**config.mk**
```make
export PLATFORM = sky130hd
export DESIGN_NAME = sio_uart
export DESIGN_NICKNAME = d
export VERILOG_FILES = /design/src/rtl/sio_pkg.sv /design/src/rtl/sio_baud.sv /design/src/rtl/sio_tx.sv /design/src/rtl/sio_rx.sv /design/src/rtl/sio_uart.sv
export SDC_FILE = /design/constraint.sdc
export NUM_CORES = 1
export LEC_CHECK = 0
export BUFFER_PORTS_ARGS = -buffer_cell sky130_fd_sc_hd__buf_4
export CAP_MARGIN = 0
export CORE_ASPECT_RATIO = 1.1
export CORE_MARGIN = 2
export CORE_UTILIZATION = 29
export CTS_CLUSTER_DIAMETER = 50
export DETAILED_ROUTE_END_ITERATION = 10
export HOLD_SLACK_MARGIN = 0.08
export PLACE_DENSITY = 0.43
export REMOVE_ABC_BUFFERS = 1
export SLEW_MARGIN = 5
export SYNTH_ARGS = -nofsm -noshare
export SYNTH_HDL_FRONTEND = slang
export SYNTH_SLANG_ARGS = --single-unit
```
**constraint.sdc**
```tcl
create_clock -name clk -period 2.5 [get_ports clk]
set_clock_uncertainty 0.1 [all_clocks]
set_input_delay 0.375 -clock clk [delete_from_list [all_inputs] [get_ports clk]]
set_output_delay 0.375 -clock clk [all_outputs]
set_load 0.02 [all_outputs]
```
**src/rtl/sio_pkg.sv**
```systemverilog
package sio_pkg;
    localparam int BYTE_W  = 8;
    localparam int WORD_W  = 9;
    localparam int FRAME_W = 12;

    typedef enum logic [1:0] {
        FMT_8N1 = 2'b00,
        FMT_8N2 = 2'b01,
        FMT_8P1 = 2'b10,
        FMT_9N1 = 2'b11
    } fmt_e;

    typedef enum logic [2:0] {
        RX_IDLE,
        RX_START,
        RX_BITS,
        RX_STOP,
        RX_HOLD
    } rx_st_e;

    localparam logic [1:0] A_CFG0 = 2'd0;
    localparam logic [1:0] A_CFG1 = 2'd1;
    localparam logic [1:0] A_CFG2 = 2'd2;
    localparam logic [1:0] A_TXD  = 2'd3;
endpackage

```
**src/rtl/sio_baud.sv**
```systemverilog
module sio_baud #(
    parameter int PRESC_W = 12
) (
    input  logic               clk,
    input  logic               rst_n,
    input  logic [PRESC_W-1:0] presc,
    output logic               tick
);
    logic [PRESC_W-1:0] cnt_d, cnt_q;

    always_comb begin
        tick  = (cnt_q >= presc);
        cnt_d = tick ? '0 : cnt_q + 1'b1;
    end

    always_ff @(posedge clk) begin
        if (!rst_n) cnt_q <= '0;
        else        cnt_q <= cnt_d;
    end
endmodule

```
**src/rtl/sio_tx.sv**
```systemverilog
module sio_tx import sio_pkg::*; #(
    parameter int OSR_W = 4
) (
    input  logic              clk,
    input  logic              rst_n,
    input  logic              tick,
    input  logic              en,
    input  fmt_e              fmt,
    input  logic              pbit,
    input  logic              wr,
    input  logic [BYTE_W-1:0] wr_data,
    output logic              txd,
    output logic              busy,
    output logic              buf_empty,
    output logic              done
);
    typedef struct packed {
        logic               full;
        logic [BYTE_W-1:0]  hold;
        logic [FRAME_W-1:0] sh;
        logic [3:0]         left;
        logic [OSR_W-1:0]   tc;
        logic               busy;
        logic               done;
    } tx_t;

    tx_t q, n;
    logic b9, last;

    always_comb begin
        n    = q;
        last = 1'b0;
        unique case (fmt)
            FMT_8P1: b9 = pbit ? ^q.hold : ~^q.hold;
            FMT_9N1: b9 = pbit;
            default: b9 = 1'b1;
        endcase
        if (q.busy) begin
            if (tick) begin
                if (q.tc == '1) begin
                    n.tc   = '0;
                    n.sh   = {1'b1, q.sh[FRAME_W-1:1]};
                    n.left = q.left - 1'b1;
                    if (q.left == 4'd1) begin
                        n.busy = 1'b0;
                        last   = 1'b1;
                    end
                end else begin
                    n.tc = q.tc + 1'b1;
                end
            end
        end else if (en && q.full) begin
            n.busy = 1'b1;
            n.full = 1'b0;
            n.tc   = '0;
            n.sh   = {2'b11, b9, q.hold, 1'b0};
            n.left = (fmt == FMT_8N1) ? 4'd10 : 4'd11;
        end
        if (wr) begin
            n.hold = wr_data;
            n.full = 1'b1;
            n.done = 1'b0;
        end
        if (last && !n.full) n.done = 1'b1;
    end

    always_ff @(posedge clk) begin
        if (!rst_n) q <= '0;
        else        q <= n;
    end

    assign txd       = q.busy ? q.sh[0] : 1'b1;
    assign busy      = q.busy;
    assign buf_empty = !q.full;
    assign done      = q.done;
endmodule

```
**src/rtl/sio_rx.sv**
```systemverilog
module sio_rx import sio_pkg::*; #(
    parameter int OSR_W = 4
) (
    input  logic              clk,
    input  logic              rst_n,
    input  logic              tick,
    input  logic              en,
    input  fmt_e              fmt,
    input  logic              pbit,
    input  logic              rxd,
    output logic              evt,
    output logic [WORD_W-1:0] ev_data,
    output logic              ev_ferr,
    output logic              ev_perr,
    output logic              ev_brk
);
    localparam logic [OSR_W-1:0] HALF = OSR_W'((1 << (OSR_W - 1)) - 1);

    typedef struct packed {
        rx_st_e            st;
        logic [OSR_W-1:0]  tc;
        logic [3:0]        idx;
        logic [WORD_W-1:0] sh;
        logic              ones;
        logic              ferr;
        logic [1:0]        sync;
        logic              evt;
        logic [WORD_W-1:0] ev_data;
        logic              ev_ferr;
        logic              ev_perr;
        logic              ev_brk;
    } rx_t;

    rx_t q, n;
    logic rxs;
    logic [3:0] last_data, last_stop;

    always_comb begin
        n         = q;
        n.evt     = 1'b0;
        n.sync    = {q.sync[0], rxd};
        rxs       = q.sync[1];
        last_data = (fmt == FMT_8N1 || fmt == FMT_8N2) ? 4'd7 : 4'd8;
        last_stop = (fmt == FMT_8N2) ? 4'd1 : 4'd0;
        unique case (q.st)
            RX_IDLE: if (tick && !rxs) begin
                n.st = RX_START;
                n.tc = '0;
            end
            RX_START: if (tick) begin
                if (q.tc == HALF) begin
                    if (!rxs) begin
                        n.st   = RX_BITS;
                        n.tc   = '0;
                        n.idx  = '0;
                        n.ones = 1'b0;
                        n.sh   = '0;
                    end else begin
                        n.st = RX_IDLE;
                    end
                end else begin
                    n.tc = q.tc + 1'b1;
                end
            end
            RX_BITS: if (tick) begin
                if (q.tc == '1) begin
                    n.tc   = '0;
                    n.sh   = {rxs, q.sh[WORD_W-1:1]};
                    n.ones = q.ones | rxs;
                    n.idx  = q.idx + 1'b1;
                    if (q.idx == last_data) begin
                        n.st   = RX_STOP;
                        n.idx  = '0;
                        n.ferr = 1'b0;
                    end
                end else begin
                    n.tc = q.tc + 1'b1;
                end
            end
            RX_STOP: if (tick) begin
                if (q.tc == '1) begin
                    n.tc   = '0;
                    n.ones = q.ones | rxs;
                    n.ferr = q.ferr | !rxs;
                    n.idx  = q.idx + 1'b1;
                    if (q.idx == last_stop) begin
                        n.evt     = 1'b1;
                        n.ev_brk  = !(q.ones | rxs);
                        n.ev_ferr = q.ferr | !rxs;
                        n.ev_perr = (fmt == FMT_8P1) && ((^q.sh) == pbit);
                        if (fmt == FMT_9N1)      n.ev_data = q.sh;
                        else if (fmt == FMT_8P1) n.ev_data = {1'b0, q.sh[BYTE_W-1:0]};
                        else                     n.ev_data = {1'b0, q.sh[WORD_W-1:1]};
                        n.st = n.ev_brk ? RX_HOLD : RX_IDLE;
                    end
                end else begin
                    n.tc = q.tc + 1'b1;
                end
            end
            RX_HOLD: if (rxs) n.st = RX_IDLE;
            default: n.st = RX_IDLE;
        endcase
        if (!en) begin
            n.st  = RX_IDLE;
            n.evt = 1'b0;
        end
    end

    always_ff @(posedge clk) begin
        if (!rst_n) begin
            q      <= '0;
            q.sync <= 2'b11;
        end else begin
            q <= n;
        end
    end

    assign evt     = q.evt;
    assign ev_data = q.ev_data;
    assign ev_ferr = q.ev_ferr;
    assign ev_perr = q.ev_perr;
    assign ev_brk  = q.ev_brk;
endmodule

```
**src/rtl/sio_uart.sv**
```systemverilog
module sio_uart import sio_pkg::*; #(
    parameter int PRESC_W = 12,
    parameter int OSR_W   = 4
) (
    input  logic              clk,
    input  logic              rst_n,
    input  logic              wr_en,
    input  logic [1:0]        wr_addr,
    input  logic [7:0]        wr_data,
    input  logic              rd_en,
    output logic [WORD_W-1:0] rx_data,
    input  logic              rxd,
    output logic              txd,
    input  logic              gint_en,
    output logic              irq,
    output logic              rx_full,
    output logic              rx_ovr,
    output logic              rx_brk,
    output logic              rx_ferr,
    output logic              rx_perr,
    output logic              tx_empty,
    output logic              tx_done
);
    localparam int HI_W = PRESC_W - BYTE_W;

    typedef struct packed {
        logic [7:0]        cfg0;
        logic [HI_W-1:0]   presc_hi;
        logic              rx_en;
        logic              tx_en;
        logic [7:0]        presc_lo;
        logic [WORD_W-1:0] rxw;
        logic              full;
        logic              ovr;
        logic              brk;
        logic              ferr;
        logic              perr;
    } regs_t;

    regs_t q, d;
    logic tick, tx_busy, tx_wr;
    logic ev, ev_ferr, ev_perr, ev_brk;
    logic [WORD_W-1:0] ev_data;
    logic [PRESC_W-1:0] presc;
    fmt_e fmt;
    logic pbit;

    assign fmt   = fmt_e'(q.cfg0[1:0]);
    assign pbit  = q.cfg0[2];
    assign presc = {q.presc_hi, q.presc_lo};
    assign tx_wr = wr_en && (wr_addr == A_TXD);

    sio_baud #(.PRESC_W(PRESC_W)) u_baud (
        .clk(clk), .rst_n(rst_n), .presc(presc), .tick(tick)
    );

    sio_tx #(.OSR_W(OSR_W)) u_tx (
        .clk(clk), .rst_n(rst_n), .tick(tick), .en(q.tx_en), .fmt(fmt),
        .pbit(pbit), .wr(tx_wr), .wr_data(wr_data), .txd(txd),
        .busy(tx_busy), .buf_empty(tx_empty), .done(tx_done)
    );

    sio_rx #(.OSR_W(OSR_W)) u_rx (
        .clk(clk), .rst_n(rst_n), .tick(tick), .en(q.rx_en), .fmt(fmt),
        .pbit(pbit), .rxd(rxd), .evt(ev), .ev_data(ev_data),
        .ev_ferr(ev_ferr), .ev_perr(ev_perr), .ev_brk(ev_brk)
    );

    always_comb begin
        d = q;
        if (wr_en) begin
            unique case (wr_addr)
                A_CFG0: d.cfg0 = wr_data;
                A_CFG1: begin
                    d.presc_hi = wr_data[7 -: HI_W];
                    d.rx_en    = wr_data[1];
                    d.tx_en    = wr_data[0];
                end
                A_CFG2: d.presc_lo = wr_data;
                default: ;
            endcase
        end
        if (rd_en) begin
            d.full = 1'b0;
            d.ovr  = 1'b0;
            d.brk  = 1'b0;
            d.ferr = 1'b0;
            d.perr = 1'b0;
        end
        if (ev) begin
            if (ev_brk) begin
                d.brk  = 1'b1;
                d.ferr = 1'b1;
            end else if (d.full) begin
                d.ovr = 1'b1;
            end else begin
                d.rxw  = ev_data;
                d.full = 1'b1;
                d.ferr = d.ferr | ev_ferr;
                d.perr = d.perr | ev_perr;
            end
        end
    end

    always_ff @(posedge clk) begin
        if (!rst_n) q <= '0;
        else        q <= d;
    end

    assign rx_data = q.rxw;
    assign rx_full = q.full;
    assign rx_ovr  = q.ovr;
    assign rx_brk  = q.brk;
    assign rx_ferr = q.ferr;
    assign rx_perr = q.perr;
    assign irq     = gint_en &&
                     |(q.cfg0[7:3] & {q.full, q.ovr, q.brk, tx_empty, tx_done});
endmodule

```
==> run metrics <==
post-route minimum period=2368 ps; Core ar.=18,350 um2; Final Total Pwr=4.557 mW; antenna-violating nets left=0; CP max FO=12; cell family with most CP delay=compound AO/OA/AOI/OAI gates; Post-synth EDFFs=0; FF+latch count, synth=116; Cell Area, Placed=5906 um2; max frequency=422.3 MHz; unrepaired setup endpoints after global routing=true; root buf cell=clkbuf_16; Clk pin slew, worst setup/hold paths=50 ps; Die Ht=147.4 um; Cells after Synth=614; GRT Util Overall=13.98%; vias=4,401; port bufs=33; Die X=134.4 um; hold depth=3; CTS Sinks=116; Slew HR=60.33%; sequential share of the synthesized area=42.82%; nets@finish=686; FF-to-FF End=u_rx.ev_ferr; gpl congestion=0.8216; antenna cells=0; Detailed Routing Iterations Pass 1=4; Fin Hold WS=136.3 ps; CP Buf/Inv Count=3; first-pass GRT wire length=21,850 um; Avg Inst Size Synth=8.832 um2; vias in the first global route=4,276; synth unique cells=52; H-Tree Depth=4; clk buf depth=2; Worst path slowest cell=dfxtp_1; Final period util=94.71%; max-cap viol count=0; hold path startpoint=wr_data[3]; clk_lat worst skew=410 ps; Final Hold Viols=0; Max VDD drop=0.5584 mV; endpoints failing setup=0; ys flop type=dfxtp_1; Die Footprint=19,810 um2; drt initial violations=208; Lkg Pwr=2.435 nW; Hold Path Class=in2reg; initial antenna violation count=0; most frequent cells in the layout=116 x dfxtp_1, 70 x nor2_1, 56 x buf_4; Post-Syn Area=5423 um2; CP Class=reg2reg; Hold Path Sink=presc[3]; initial core utilization=29.56%; Power Density=691.9 nW/um2; TritonCTS clock tree=built; Finished Layout Cells=908; layout cell share with drive strength beyond 1=16.69%; Critical Path AT=2580 ps; dpl hpwl=9062 um; post-placement cell count=866; I/O pin count=34; setup TNS=0 ps; Worst-Margin Slew=593.2 ps; reg2reg setup slack=130 ps; Worst R2R Start=presc[2]; commonest non-fill, non-tap cell in the layout=dfxtp_1; Worst Setup Slack, final=132.2 ps; grt ovf=0; final wirelength=13,410 um; TritonCTS buffer count=17; FF-to-FF path depth=10; Area growth, synth to finish=21.46%; Startpoint Class=register; crit-path cells=inv_1, ha_1, a21oi_1, o21ai_2, a221oi_2, o21a_4, nor4_4, buf_4, clkbuf_16, a311oi_1; final core utilization=35.90%; largest net degree at the start of global routing=25; Final Max Tran Viols=0; Yosys Warn Count=0; dpl ws=7.888 ps; fillers=1,938; Required @ worst endpoint=2720 ps; status=finished, final reports clean; post-route cell area=6586 um2; drc violations=0; routed len/inst=14.77 um; Slowest Stage Delay on Critical Path=320 ps; Async SR Flop Fraction=0%; DR vias/cell=4.847; site row count=52; Worst Setup End Kind=register
-- worst register-to-register path: cells and delay by family (launching register included) --
kind	cells	cell delay (ps)
AO/OA/AOI/OAI	5	1110
adder cells (fa/ha/maj)	1	300
buffers and inverters	3	390
flip-flops	1	320
AND/OR/NAND/NOR	1	70
-- sequential cells by signal, indices dropped and copies added (netlist names), 2 cells and up --
name,cells
fmt,2
presc,12
q,7
rx_data,9
u_baud.cnt_q,12
u_rx.ev_data,9
u_rx.q,23
u_tx.q,29
-- cells by family after synthesis --
kind of cell / count (synthesis) / share of synthesized area (%)
and+or+nand+nor: 212 / 18.97
adders and majority gates: 18 / 4.153
muxes: 40 / 7.383
xor gates and xnor gates: 30 / 4.845
AOI/OAI and AO/OA: 131 / 15.87
buffers and inverters: 67 / 5.953
DFF: 116 / 42.82
-- worst max path at each step --
stage | from | endpoint | cells after the start
global placement | presc[11] | u_rx.q[25] | 8
finish | presc[2] | u_rx.ev_ferr | 10
global route | presc[2] | u_rx.ev_ferr | 10
floorplan | rst_n | u_rx.q[17] | 4
CTS | presc[10] | u_rx.ev_ferr | 10
detailed placement | presc[10] | u_rx.q[19] | 8
-- final cells by class --
| type | count | area [um2] | share of cell area [%] |
|---|---|---|---|
| Clock buffer | 21 | 450.4 | 6.839 |
| Sequential cell | 116 | 2322 | 35.26 |
| Tap cell | 243 | 304.0 | 4.616 |
| Inverter | 25 | 93.84 | 1.425 |
| Timing Repair Buffer | 61 | 505.5 | 7.675 |
| Multi-Input combinational cell | 431 | 2800 | 42.52 |
| Clock inverter | 11 | 110.1 | 1.672 |
-- synth_stat cells (2+ instances only) --
cell      number  area (um2)
ha_1          18       225.2
xnor2_1       22       192.7
and2_1         2       12.51
a21oi_1       42       210.2
nand4b_1       3       26.28
nand4_1        8       50.05
clkbuf_1      18       67.56
o41ai_1        2       17.52
buf_4         11       82.58
nor2_1        70       262.8
buf_2          5       25.02
a31o_2         2       17.52
nor4_1         2       12.51
o21ai_0       34       170.2
nor2b_1        2       12.51
a211oi_2       9       112.6
a21o_1         4       30.03
and3_1         8       50.05
o31ai_1        2       15.01
xor2_1         8       70.07
a22oi_1       12       90.09
nor3b_1        2       15.01
nand2_1       48       180.2
inv_1         24       90.09
buf_1          4       15.01
nor4_4         2       42.54
nand3b_1       4       30.03
a31oi_1        8       50.05
buf_6          3       33.78
mux2i_1       40       400.4
nand3_1       32       160.2
o21bai_1       3       22.52
nand2b_1       8       50.05
or3_1          6       37.54
nor3_1        12       60.06
o21ai_2        2       17.52
a211oi_1       2       15.01
dfxtp_1      116        2322
-- power breakdown --
group	total [mW]	switching (mW)	internal, mW
logic	0.338	0.206	0.131
clock network	2.32	0.847	1.48
registers	1.89	0.0185	1.88
-- routing by layer --
| metal | vias to the layer above | wire length, um | GRT usage, % |
|---|---|---|---|
| met1 | 2109 | 6648 | 18.25 |
| met5 | - | 0 | 0 |
| li1 | 2218 | - | - |
| met4 | 0 | 172 | 4.421 |
| met2 | 60 | 6170 | 22.30 |
| met3 | 14 | 420 | 4.047 |
-- repair_timing --
item                                    4_1_cts  5_1_grt
endpoints found under the setup margin        2       13
hold buffers                                  2        0
hold endpoints to repair                      2        0
resized for setup                             0        4
setup buffers                                 2        5
pin swaps                                     1        2
cloned                                        0        1
No activity file was read; power rests on OpenSTA's default activity.
